===== config.mk =====
export PLATFORM = sky130hd
export DESIGN_NAME = warm_rst_seq
export DESIGN_NICKNAME = d
export VERILOG_FILES = /design/src/rtl/warm_rst_seq.sv
export SDC_FILE = /design/constraint.sdc
export NUM_CORES = 1
export LEC_CHECK = 0
export BUFFER_PORTS_ARGS = -buffer_cell sky130_fd_sc_hd__buf_2
export CORE_AREA = 10 10 91 93
export DETAILED_ROUTE_END_ITERATION = 8
export DIE_AREA = 0 0 101 103
export PLACE_DENSITY_LB_ADDON = 0.08
export SETUP_SLACK_MARGIN = 0.5
export SLEW_MARGIN = 40
export SYNTH_ARGS = -nofsm -noshare
export SYNTH_HDL_FRONTEND = slang
export SYNTH_SLANG_ARGS = --single-unit

===== constraint.sdc =====
create_clock -name clk -period 2.6 [get_ports clk]
set_input_delay 0.26 -clock clk [delete_from_list [all_inputs] [get_ports clk]]
set_output_delay 0.26 -clock clk [all_outputs]
set_load 0.02 [all_outputs]

===== src/rtl/warm_rst_seq.sv =====
module warm_rst_seq #(
  parameter int unsigned TIMEOUT_CYCLES = 64,
  parameter int unsigned HOLD_CYCLES    = 8,
  parameter int unsigned DATA_W         = 32
) (
  input  logic              clk,
  input  logic              cold_rst_n,
  input  logic              warm_req,
  input  logic [3:0]        qack,
  output logic [3:0]        qreq,
  output logic              warm_rst,
  input  logic              reg_wen,
  input  logic [DATA_W-1:0] reg_wdata,
  output logic [DATA_W-1:0] reg_rdata
);

  localparam int unsigned TW = $clog2(TIMEOUT_CYCLES + 1);
  localparam int unsigned HW = $clog2(HOLD_CYCLES + 1);
  localparam logic [TW-1:0] TMR_LAST = TW'(TIMEOUT_CYCLES - 1);
  localparam logic [HW-1:0] HOLD_LAST = HW'(HOLD_CYCLES - 1);

  typedef enum logic [1:0] {S_IDLE, S_HS, S_HOLD} st_t;

  st_t         st;
  logic [1:0]  idx;
  logic [TW-1:0] tmr;
  logic [HW-1:0] hcnt;
  logic [3:0]  issued;
  logic [3:0]  stat;

  logic ack_now, to_now, step_done;
  logic [3:0] set_vec, clr_vec;

  assign ack_now   = qack[idx];
  assign to_now    = (tmr == TMR_LAST);
  assign step_done = (st == S_HS) && (ack_now || to_now);
  assign set_vec   = (st == S_HS && !ack_now && to_now) ? (4'b0001 << idx) : 4'b0000;
  assign clr_vec   = reg_wen ? reg_wdata[3:0] : 4'b0000;

  assign qreq      = issued;
  assign warm_rst  = (st == S_HOLD);
  assign reg_rdata = {{(DATA_W-4){1'b0}}, stat};

  always_ff @(posedge clk or negedge cold_rst_n) begin
    if (!cold_rst_n) begin
      st     <= S_IDLE;
      idx    <= '0;
      tmr    <= '0;
      hcnt   <= '0;
      issued <= '0;
    end else begin
      case (st)
        S_IDLE: if (warm_req) begin
          st     <= S_HS;
          idx    <= '0;
          tmr    <= '0;
          issued <= 4'b0001;
        end
        S_HS: begin
          if (step_done) begin
            tmr <= '0;
            if (idx == 2'd3) begin
              st   <= S_HOLD;
              hcnt <= '0;
            end else begin
              idx    <= idx + 2'd1;
              issued <= issued | (4'b0010 << idx);
            end
          end else begin
            tmr <= tmr + 1'b1;
          end
        end
        S_HOLD: begin
          if (hcnt == HOLD_LAST) begin
            st     <= S_IDLE;
            issued <= '0;
          end else begin
            hcnt <= hcnt + 1'b1;
          end
        end
        default: st <= S_IDLE;
      endcase
    end
  end

  always_ff @(posedge clk or negedge cold_rst_n) begin
    if (!cold_rst_n) stat <= '0;
    else             stat <= (stat & ~clr_vec) | set_vec;
  end

  assert_req_thermo_R1: assert property (@(posedge clk) disable iff (!cold_rst_n)
    ((qreq & (qreq + 4'd1)) == 4'd0));

  assert_timer_bound_R3: assert property (@(posedge clk) disable iff (!cold_rst_n)
    (st == S_HS) |-> (tmr < TW'(TIMEOUT_CYCLES)));

  assert_rst_after_all_R4: assert property (@(posedge clk) disable iff (!cold_rst_n)
    warm_rst |-> (qreq == 4'hF));

  assert_flag_set_in_seq_R3: assert property (@(posedge clk) disable iff (!cold_rst_n)
    ((stat & ~$past(stat)) != 4'd0) |-> ($past(st) == S_HS));

  assert_flag_clear_by_sw_R6: assert property (@(posedge clk) disable iff (!cold_rst_n)
    (($past(stat) & ~stat) != 4'd0) |-> $past(reg_wen));

  assert_set_wins_R7: assert property (@(posedge clk) disable iff (!cold_rst_n)
    (($past(set_vec) & ~stat) == 4'd0));

  assert_busy_ignore_R10: assert property (@(posedge clk) disable iff (!cold_rst_n)
    ($past(st) == S_HS) |-> (st != S_IDLE));

endmodule


* Word level (Yosys, flattened, before mapping) *
Index checks and enable logic that the tools add are counted.

word-level totals
  register bits after elaboration = 23
  word-level logic and storage cells = 66

cells by class
  add/sub/neg operators = 3
  magnitude comparators = 1
  eq/ne operators = 11
  shifts and indexed selects = 2
  multiplexer cells = 25
  bitwise gates (word level) = 4
  reduce and logical (&&, ||, !) cells = 14

operators with widths
  cell                 number
  $mux 4               9
  $mux 2               7
  $mux 7               2
  $pmux 7 s2           1
  $pmux 4 s3           1
  $reduce_and 4->1     3
  $ne 2x2->1 const B   4
  $or 4x4->4           2
  $pmux 4 s2           1
  $add 7x1->7 const B  1
  $eq 7x6->1 const B   1
  $pmux 2 s3           1
  $reduce_and 5->1     1
  $add 4x1->4 const B  1
  $and 4x4->4          1
  $eq 2x2->1 const B   2
  $eq 4x3->1 const B   1
  $ne 2x1->1 const B   2
  $not 4->4            1
  $pmux 2 s2           1
  $reduce_bool 2->1    2
  $shl 1x2->4 const A  1
  $shl 2x2->4 const A  1
  $logic_and 1x1->1    3
  other kinds (10)     10

* Logic depth before layout (Yosys ltp) *
Gate-level depths: netlist (run 1).

  word-level depth = 7
  mapped depth = 7
  gate-level depth less buffers = 6

* Worst setup path after synthesis (run 1) *
No wires, ideal clock.

  kind = register -> register
  from = register idx[0]
  to = register tmr[4]
  setup time = 83 ps
  arrival = 1856 ps
  required time = 2517 ps
  setup slack = 661 ps
  cell stages (with the launch flop) = 5
  cells stage by stage = dfrtp_1 mux4_2 a211o_1 or4_1 o21ai_0

between the ends
  word-level cells in the longest chain between the ends = 6

ends and longest elaborated chain
  element                       RTL line  RTL
  from (decl)                   25        logic [1:0] idx;
  from (signal assigned)        66        idx <= idx + 2'd1;
  $bmux 1 s2                    34        assign ack_now = qack[idx];
  $mux 1 (not written as such)  34
  $logic_or 1x1->1              36        assign step_done = (st == S_HS) && (ack_now || to_now);
  $logic_and 1x1->1             36
  $mux 7                        60        if (step_done) begin
  $pmux 7 s2                    52        case (st)
  to (signal assigned)          70        tmr <= tmr + 1'b1;
  to (decl)                     26        logic [TW-1:0] tmr;

No other way between the ends. The select of a mux whose other input is x is not followed.
A chain may end at the register's enable or synchronous reset.

* Worst setup path in the final report (run 1) *
  from = register tmr[0]
  to = register tmr[4]

between the ends
  word-level cells in the longest chain between the ends = 5
  elaborated cells on any way between the ends = 6
  classes of those cells = 1 x add/sub; 1 x eq/ne; 2 x mux; 2 x reduce/logical

ends and longest elaborated chain
  element                                                              RTL line
  parallel branches: the longest is 3 deep, another holds $add 7x1->7  --
  $mux 7 (*)                                                           60
  $pmux 7 s2 (*)                                                       52

Every way passes the cells marked *.

==> results of run 1 <==
final cells by class:
type	count	area share, %
clock inverter	1	0.414
inverter	9	1.93
sequential	23	31.8
tap	80	5.52
clock buffer	3	2.28
multi-input combinational	134	48.6
timing repair buffer	29	9.39
how the worst max path moves through the flow:
stage | from | endpoint | slack [ns] | cells after the start
2_1_floorplan | idx[0] | tmr[4] | 0.66 | 4
3_3_place_gp | st[1] | tmr[4] | 0.34 | 6
3_5_place_dp | st[1] | tmr[4] | 0.30 | 6
4_1_cts | st[1] | tmr[4] | 0.53 | 6
5_1_grt | hcnt[0] | qreq[3] | 0.48 | 6
6_report | tmr[0] | tmr[4] | 0.61 | 5
power by group:
group / total (mW) / internal [mW] / switching (mW)
combinational: 0.843 / 0.344 / 0.499
sequential: 0.478 / 0.421 / 0.0574
clock: 0.235 / 0.109 / 0.127
cells in the final DEF, fill, tap and decap left out, types with 3 or more instances in the layout:
| master | netlist | layout |
|---|---|---|
| buf_2 | 0 | 20 |
| nor3_1 | 8 | 8 |
| o21ai_0 | 8 | 7 |
| clkbuf_8 | 0 | 3 |
| mux2i_1 | 3 | 3 |
| a41oi_1 | 4 | 4 |
| buf_4 | 28 | 8 |
| nand3_1 | 7 | 7 |
| nor2_1 | 3 | 3 |
| dfrtp_1 | 23 | 22 |
| a22o_1 | 5 | 5 |
| a31oi_1 | 3 | 3 |
| conb_1 | 1 | 28 |
| a21oi_1 | 6 | 5 |
| inv_1 | 8 | 8 |
| and2_1 | 3 | 3 |
| nand2_1 | 13 | 13 |
| ha_1 | 11 | 10 |
| nor2b_1 | 4 | 4 |
worst min-delay path: stages:
cell,delay (ns)
buf_2,0.09
nand2_1,0.05
a22o_1,0.11
logic make-up (layout without fill, tap and decap cells):
logic type	after synthesis	in the layout
buffers and inverters	41	42
adder cells (fa/ha/maj)	11	11
flip-flops	23	23
other	1	28
AND/OR/NAND/NOR	52	52
multiplexers	6	6
AO/OA/AOI/OAI	37	37
metrics by stage:
stage                     power, mW  std cells  instance area, um^2  utilization (%)  worst slack [ns]
after global routing           1.71        279                 1810             27.6             0.479
final                          1.56        279                 1810             27.6             0.613
after floorplan                1.03        198                 1690                -             0.661
after CTS                      1.54        276                 1770             26.9             0.527
after global placement         1.24        269                 1690             25.7             0.341
after detailed placement       1.25        269                 1690             25.7             0.302
flip-flops by register name (all words and copies together) (netlist names), named ones only:
register,flops
tmr,7
hcnt,4
stat,4
qreq,3
idx,2
st,2
layer usage:
layer,vias to the layer above,GRT usage [%],wire [um]
li1,614,-,-
met1,607,10.1,1850
met2,39,13.6,1980
met3,4,2.95,266
met4,0,2.36,48
met5,-,0,0
timing repair:
item	4_1_cts	5_1_grt
buffers inserted	2	3
resized for setup	3	5
endpoints found under the hold margin	19	0
gates cloned	0	0
setup endpoints to repair	13	15
hold buffers	1	0
==> key figures, run 1 <==
Outcome
  • Status: finished, final reports clean

Worst setup path
  • FF-to-FF Start: tmr[0]
  • Worst Path Arrival: 2.18 ns
  • End of the worst register-to-register path: tmr[4]
  • Cells on worst reg2reg path: 5
  • Slowest cell on the critical path: or4_1
  • CP max stage delay: 0.47 ns
  • Critical Path End Type: register
  • R2R setup slack: 0.61 ns
  • Req. time, crit path: 2.79 ns
  • Class of the most critical setup path: register to register
  • CP bufs+invs: 0
  • CP max FO: 6
  • Startpoint Class: register
  • CP delay by family, top: simple AND/OR/NAND/NOR gates
  • Crit-path cells: ha_1, and4b_1, a211o_2, or4_1, o21ai_0

Placed design
  • GPL Wtd Cong: 0.760
  • Number of port buffers: 20
  • Final HPWL DP: 3190 um

Die
  • Core outline area: 6570 um^2
  • Chip Width: 101 um
  • Io pins: 77
  • Initial cell density of the core: 24.2%
  • Die span in y: 103 um
  • FP Rows: 30
  • Die ar.: 10400 um^2

STA
  • Setup TNS Final: 0 ns
  • Hold_ws: 0.268 ns
  • RSZ-0062 raised after global routing: true
  • Clock skew: 0.00928 ns
  • Final Setup Violations: 0
  • Worst slew pin tran: 0.563 ns
  • Max-slew violations: 0
  • Fmax: 503 MHz
  • Fin. Hold Viols: 0
  • Fin crit share: 76.4%
  • Fin crit period: 1.99 ns
  • Worst relative slew slack: 62.5%

Hold path
  • Hold path start: reg_wdata[0]
  • Endpoint of the worst hold path: stat[0]
  • Worst Hold Depth: 3
  • Worst Hold Class: input port to register

Power
  • Peak VDD IR: 0.453 mV
  • Power Density: 859 nW/um^2
  • Pleak: 0.857 nW

Synthesis
  • Post-Synth XOR/XNOR Area: 0%
  • Top-count cell post-synth: buf_4
  • Netlist Area Pre-Place: 1590 um^2
  • Mapped Cells: 171
  • Asr flop ratio synth: 100%
  • Syn_area_per_cell: 9.30 um^2
  • Post-synth EDFFs: 0
  • Yosys top cell area share: 36.2%
  • Largest family of logic cells by synthesized area: simple AND/OR/NAND/NOR gates
  • Yosys warning count: 0
  • Synth Register Bits: 23
  • Mux cell area share after synthesis: 4.72%
  • Simple-gate share of the synthesized area: 17.6%
  • Commonest cells in the synthesized netlist: 28 x buf_4, 23 x dfrtp_1, 13 x nand2_1, 11 x ha_1
  • Post-synthesis sequential area ratio: 36.2%
  • Dominant synthesized flop cell: dfrtp_1
  • Yosys top cell by area: dfrtp_1
  • Synth Area in Adders: 8.65%
  • Yosys cell types: 39
  • Area contributors post-synth: dfrtp_1 36%, buf_4 13%, ha_1 8.7%
  • Synth Area in Compound Gates: 16.3%

Global route
  • First-pass GRT wire length: 6980 um
  • Initial antenna violation count: 0
  • Pin count of the biggest net entering global routing: 24
  • Vias in the first global route: 1414
  • Total gr overflow: 0
  • Tot GR Track Use: 8.31%

Routing
  • Vias per inst: 4.53
  • Drt pass-1 iters: 4
  • DR vias: 1264
  • Post-detailed-routing wire length: 4140 um
  • Routed Antenna Nets: 0
  • Average wire per standard cell: 14.8 um
  • Drt first-iter violations: 48
  • # DRC: 0

Finish
  • Area of the multi-input gates: 881 um^2
  • Syn-to-layout area delta: 13.9%
  • Final net count: 251
  • Share of cells above drive strength 1: 21.6%
  • Sequential cell area: 577 um^2
  • Ant diodes: 0
  • Filler cells: 695

CTS
  • Reg clk slew, reported paths: 0.09 ns
  • Root buf cell: clkbuf_8
  • Inserted Clock Buffers: 3
  • CTS tree: built
  • Clk_lat worst skew: 0.27 ns
  • CTS sink cnt: 23
  • Clock tree buffer depth: 2
  • CTS H-tree lvls: 1

Run
  • Max cap viols: 0
No activity file was read; power rests on OpenSTA's default activity.
==> inputs of run 2 (changes only) <==
--- a/config.mk
+++ b/config.mk
@@ -5,10 +5,11 @@
 export SDC_FILE = /design/constraint.sdc
 export NUM_CORES = 1
 export LEC_CHECK = 0
+export ABC_AREA = 1
 export BUFFER_PORTS_ARGS = -buffer_cell sky130_fd_sc_hd__buf_2
-export CORE_AREA = 10 10 91 93
+export CORE_AREA = 10 10 92 94
 export DETAILED_ROUTE_END_ITERATION = 8
-export DIE_AREA = 0 0 101 103
+export DIE_AREA = 0 0 102 104
 export PLACE_DENSITY_LB_ADDON = 0.08
 export SETUP_SLACK_MARGIN = 0.5
 export SLEW_MARGIN = 40
==> constraint.sdc (replaced) <==
create_clock -name clk -period 2.1 [get_ports clk]
set_input_delay 0.21 -clock clk [delete_from_list [all_inputs] [get_ports clk]]
set_output_delay 0.21 -clock clk [all_outputs]
set_load 0.02 [all_outputs]
==> run 2 against run 1 <==
  * Cell count rose by 10%
  * Setup slack got worse by 0.0041 ns
  * Non-clock buffer count shrank 2
  * Clock-buffer cell count grew 1
  * Largest power group unchanged
  * Critical endpoint is now warm_rst
  * Synthesized area increased by 3.1%
  * Sequential cell count stayed put
  * Combinational power up 26%
  * Synthesized cell count up 16%
  * Routed wire length shrank 13%
==> key figures, run 2 <==
Hold path
  • Worst Hold Class: input port to register
  • Worst Hold Depth: 4
  • Hold path start: reg_wdata[3]
  • Endpoint of the worst hold path: stat[3]

Worst setup path
  • R2R setup slack: 0.62 ns
  • FF-to-FF Start: tmr[0]
  • CP Launch Point: st[0]
  • Startpoint Class: register
  • Critical Path End Type: output port
  • Req. time, crit path: 1.89 ns
  • End of the worst register-to-register path: st[0]
  • Worst Path Arrival: 1.28 ns
  • Cells on worst reg2reg path: 8
  • Class of the most critical setup path: register to output port
  • CP max FO: 5

STA
  • Max-slew violations: 0
  • Hold_ws: 0.184 ns
  • Worst slew pin tran: 0.574 ns
  • Final Setup Violations: 0
  • RSZ-0062 raised after global routing: true
  • Setup TNS Final: 0 ns
  • Fin crit period: 1.49 ns
  • Clock skew: 0.00801 ns
  • Fmax: 670 MHz
  • Fin crit share: 71.0%
  • Setup WS post-layout: 0.608 ns
  • Fin. Hold Viols: 0
  • Worst relative slew slack: 61.7%

Routing
  • DR vias: 1218
  • Average wire per standard cell: 11.7 um
  • Post-detailed-routing wire length: 3590 um
  • Drt first-iter violations: 32
  • Drt pass-1 iters: 4
  • Vias per inst: 3.97
  • Routed Antenna Nets: 0
  • # DRC: 0

CTS
  • CTS tree: built
  • Clk_lat worst skew: 0.27 ns
  • CTS sink cnt: 23
  • Inserted Clock Buffers: 3
  • CTS H-tree lvls: 1
  • Root buf cell: clkbuf_8
  • Reg clk slew, reported paths: 0.09 ns
  • Clock tree buffer depth: 2

Synthesis
  • Top-count cell post-synth: nand2_1
  • Netlist Area Pre-Place: 1640 um^2
  • Post-synth EDFFs: 0
  • Asr flop ratio synth: 100%
  • Synth Register Bits: 23
  • Area contributors post-synth: dfrtp_1 35%, nand2_1 14%, buf_4 13%
  • Mapped Cells: 199
  • Post-synthesis sequential area ratio: 35.1%
  • Syn_area_per_cell: 8.24 um^2
  • Yosys warning count: 0
  • Yosys top cell area share: 35.1%
  • Dominant synthesized flop cell: dfrtp_1
  • Commonest cells in the synthesized netlist: 60 x nand2_1, 28 x buf_4, 23 x dfrtp_1, 13 x inv_1, 11 x ha_1
  • Yosys top cell by area: dfrtp_1
  • Yosys cell types: 28

Finish
  • Filler cells: 748
  • Commonest non-fill, non-tap cells in the layout: 59 x nand2_1, 28 x conb_1, 23 x dfrtp_1
  • Top Registers: tmr: 7 flops, hcnt: 4 flops, stat: 4 flops
  • Design Area, Final: 1850 um^2
  • Syn-to-layout area delta: 12.7%
  • Largest register FFs: 7
  • Share of cells above drive strength 1: 27.3%
  • Final net count: 279
  • Commonest non-fill, non-tap cell in the layout: nand2_1
  • Final core occ: 27.6%
  • Ant diodes: 0
  • Largest Register: tmr

Die
  • Initial cell density of the core: 24.5%
  • Chip Width: 102 um
  • Die ar.: 10600 um^2
  • Die span in y: 104 um
  • Core outline area: 6680 um^2
  • FP Rows: 30
  • Io pins: 77

Run
  • Max cap viols: 0

Placed design
  • GPL Wtd Cong: 0.739
  • Number of port buffers: 20
  • DP Area: 1720 um^2
  • Pre-CTS WS: 0.328 ns
  • Final HPWL DP: 2790 um

Global route
  • Pin count of the biggest net entering global routing: 24
  • First-pass GRT wire length: 5960 um
  • Total gr overflow: 0
  • Initial antenna violation count: 0
  • Tot GR Track Use: 6.84%
  • Vias in the first global route: 1223

Power
  • Reg power frac: 30.3%
  • Combinational Power Share: 54.6%
  • Power Density: 1050 nW/um^2
  • Clk pwr share: 15.1%
  • P_int: 1.04 mW
  • Psw: 892 uW
  • Pleak: 0.956 nW
  • Peak VDD IR: 0.500 mV
  • Sw frac: 46.1%

Outcome
  • Status: finished, final reports clean
run 2: changes by cell type after synthesis, sizes merged, moves of 4 or more:
cell    delta
nand2     +51
inv        +9
nor2       +9
nor3       -8
nand4      +7
a22o       -5
nand3      +5
a21oi      -4
a41oi      -4
clkbuf     -4
nor2b      -4
run 2: area by class of cell:
| class | count | area, um^2 | share of cell area [%] |
|---|---|---|---|
| Multi-Input combinational cell | 154 | 898 | 48.6 |
| Tap cell | 80 | 100 | 5.42 |
| Timing Repair Buffer | 27 | 155 | 8.40 |
| Inverter | 19 | 72.6 | 3.93 |
| Sequential cell | 23 | 576 | 31.2 |
| Clock buffer | 4 | 45.0 | 2.44 |
run 2: what timing repair did:
action,4_1_cts,5_1_grt
resized for setup,3,7
buffers inserted,1,3
endpoints found under the setup margin,17,12
hold buffers,1,0
pin swaps,0,2
hold endpoints to repair,23,0
run 2: critical path: stages (launching register included):
cell and delay, ns:
dfrtp_1 0.39, inv_1 0.16, ha_2 0.27, buf_2 0.19
run 2: worst max-delay path by stage:
stage	slack, ns	endpoint	depth (start not counted)
3_3_place_gp	0.33	hcnt[3]	7
6_report	0.61	warm_rst	3
4_1_cts	0.51	tmr[2]	8
3_5_place_dp	0.33	hcnt[2]	8
2_1_floorplan	0.64	hcnt[2]	7
5_1_grt	0.49	tmr[2]	8
run 2: cells by family after synthesis:
logic type | count (synthesis) | share of synthesized area, %
AOI/OAI and AO/OA | 14 | 6.79
xor gates and xnor gates | 1 | 0.534
adders and majority gates | 11 | 8.40
buffers and inverters | 49 | 18.6
DFF | 23 | 35.1
other | 1 | 0.229
and+or+nand+nor | 100 | 30.3
run 2: routing by layer:
metal / global-route usage [%] / share of wire (%)
met2: 11.1 / 47
met5: 0 / 0
met3: 2.66 / 7.7
met1: 8.29 / 45
met4: 1.51 / 0
run 2: power by group through the flow:
stage	clock network, mW	logic, mW	registers [mW]
2_1_floorplan	0	0.742	0.614
3_3_place_gp	0	0.949	0.602
3_5_place_dp	0	0.935	0.599
4_1_cts	0.314	0.988	0.586
5_1_grt	0.333	1.21	0.598
6_report	0.293	1.06	0.586
run 2: stage by stage:
step                cells  power, mW
floorplan             226       1.36
global placement      298       1.55
detailed placement    298       1.53
CTS                   304       1.89
global route          307       2.14
finish                307       1.94
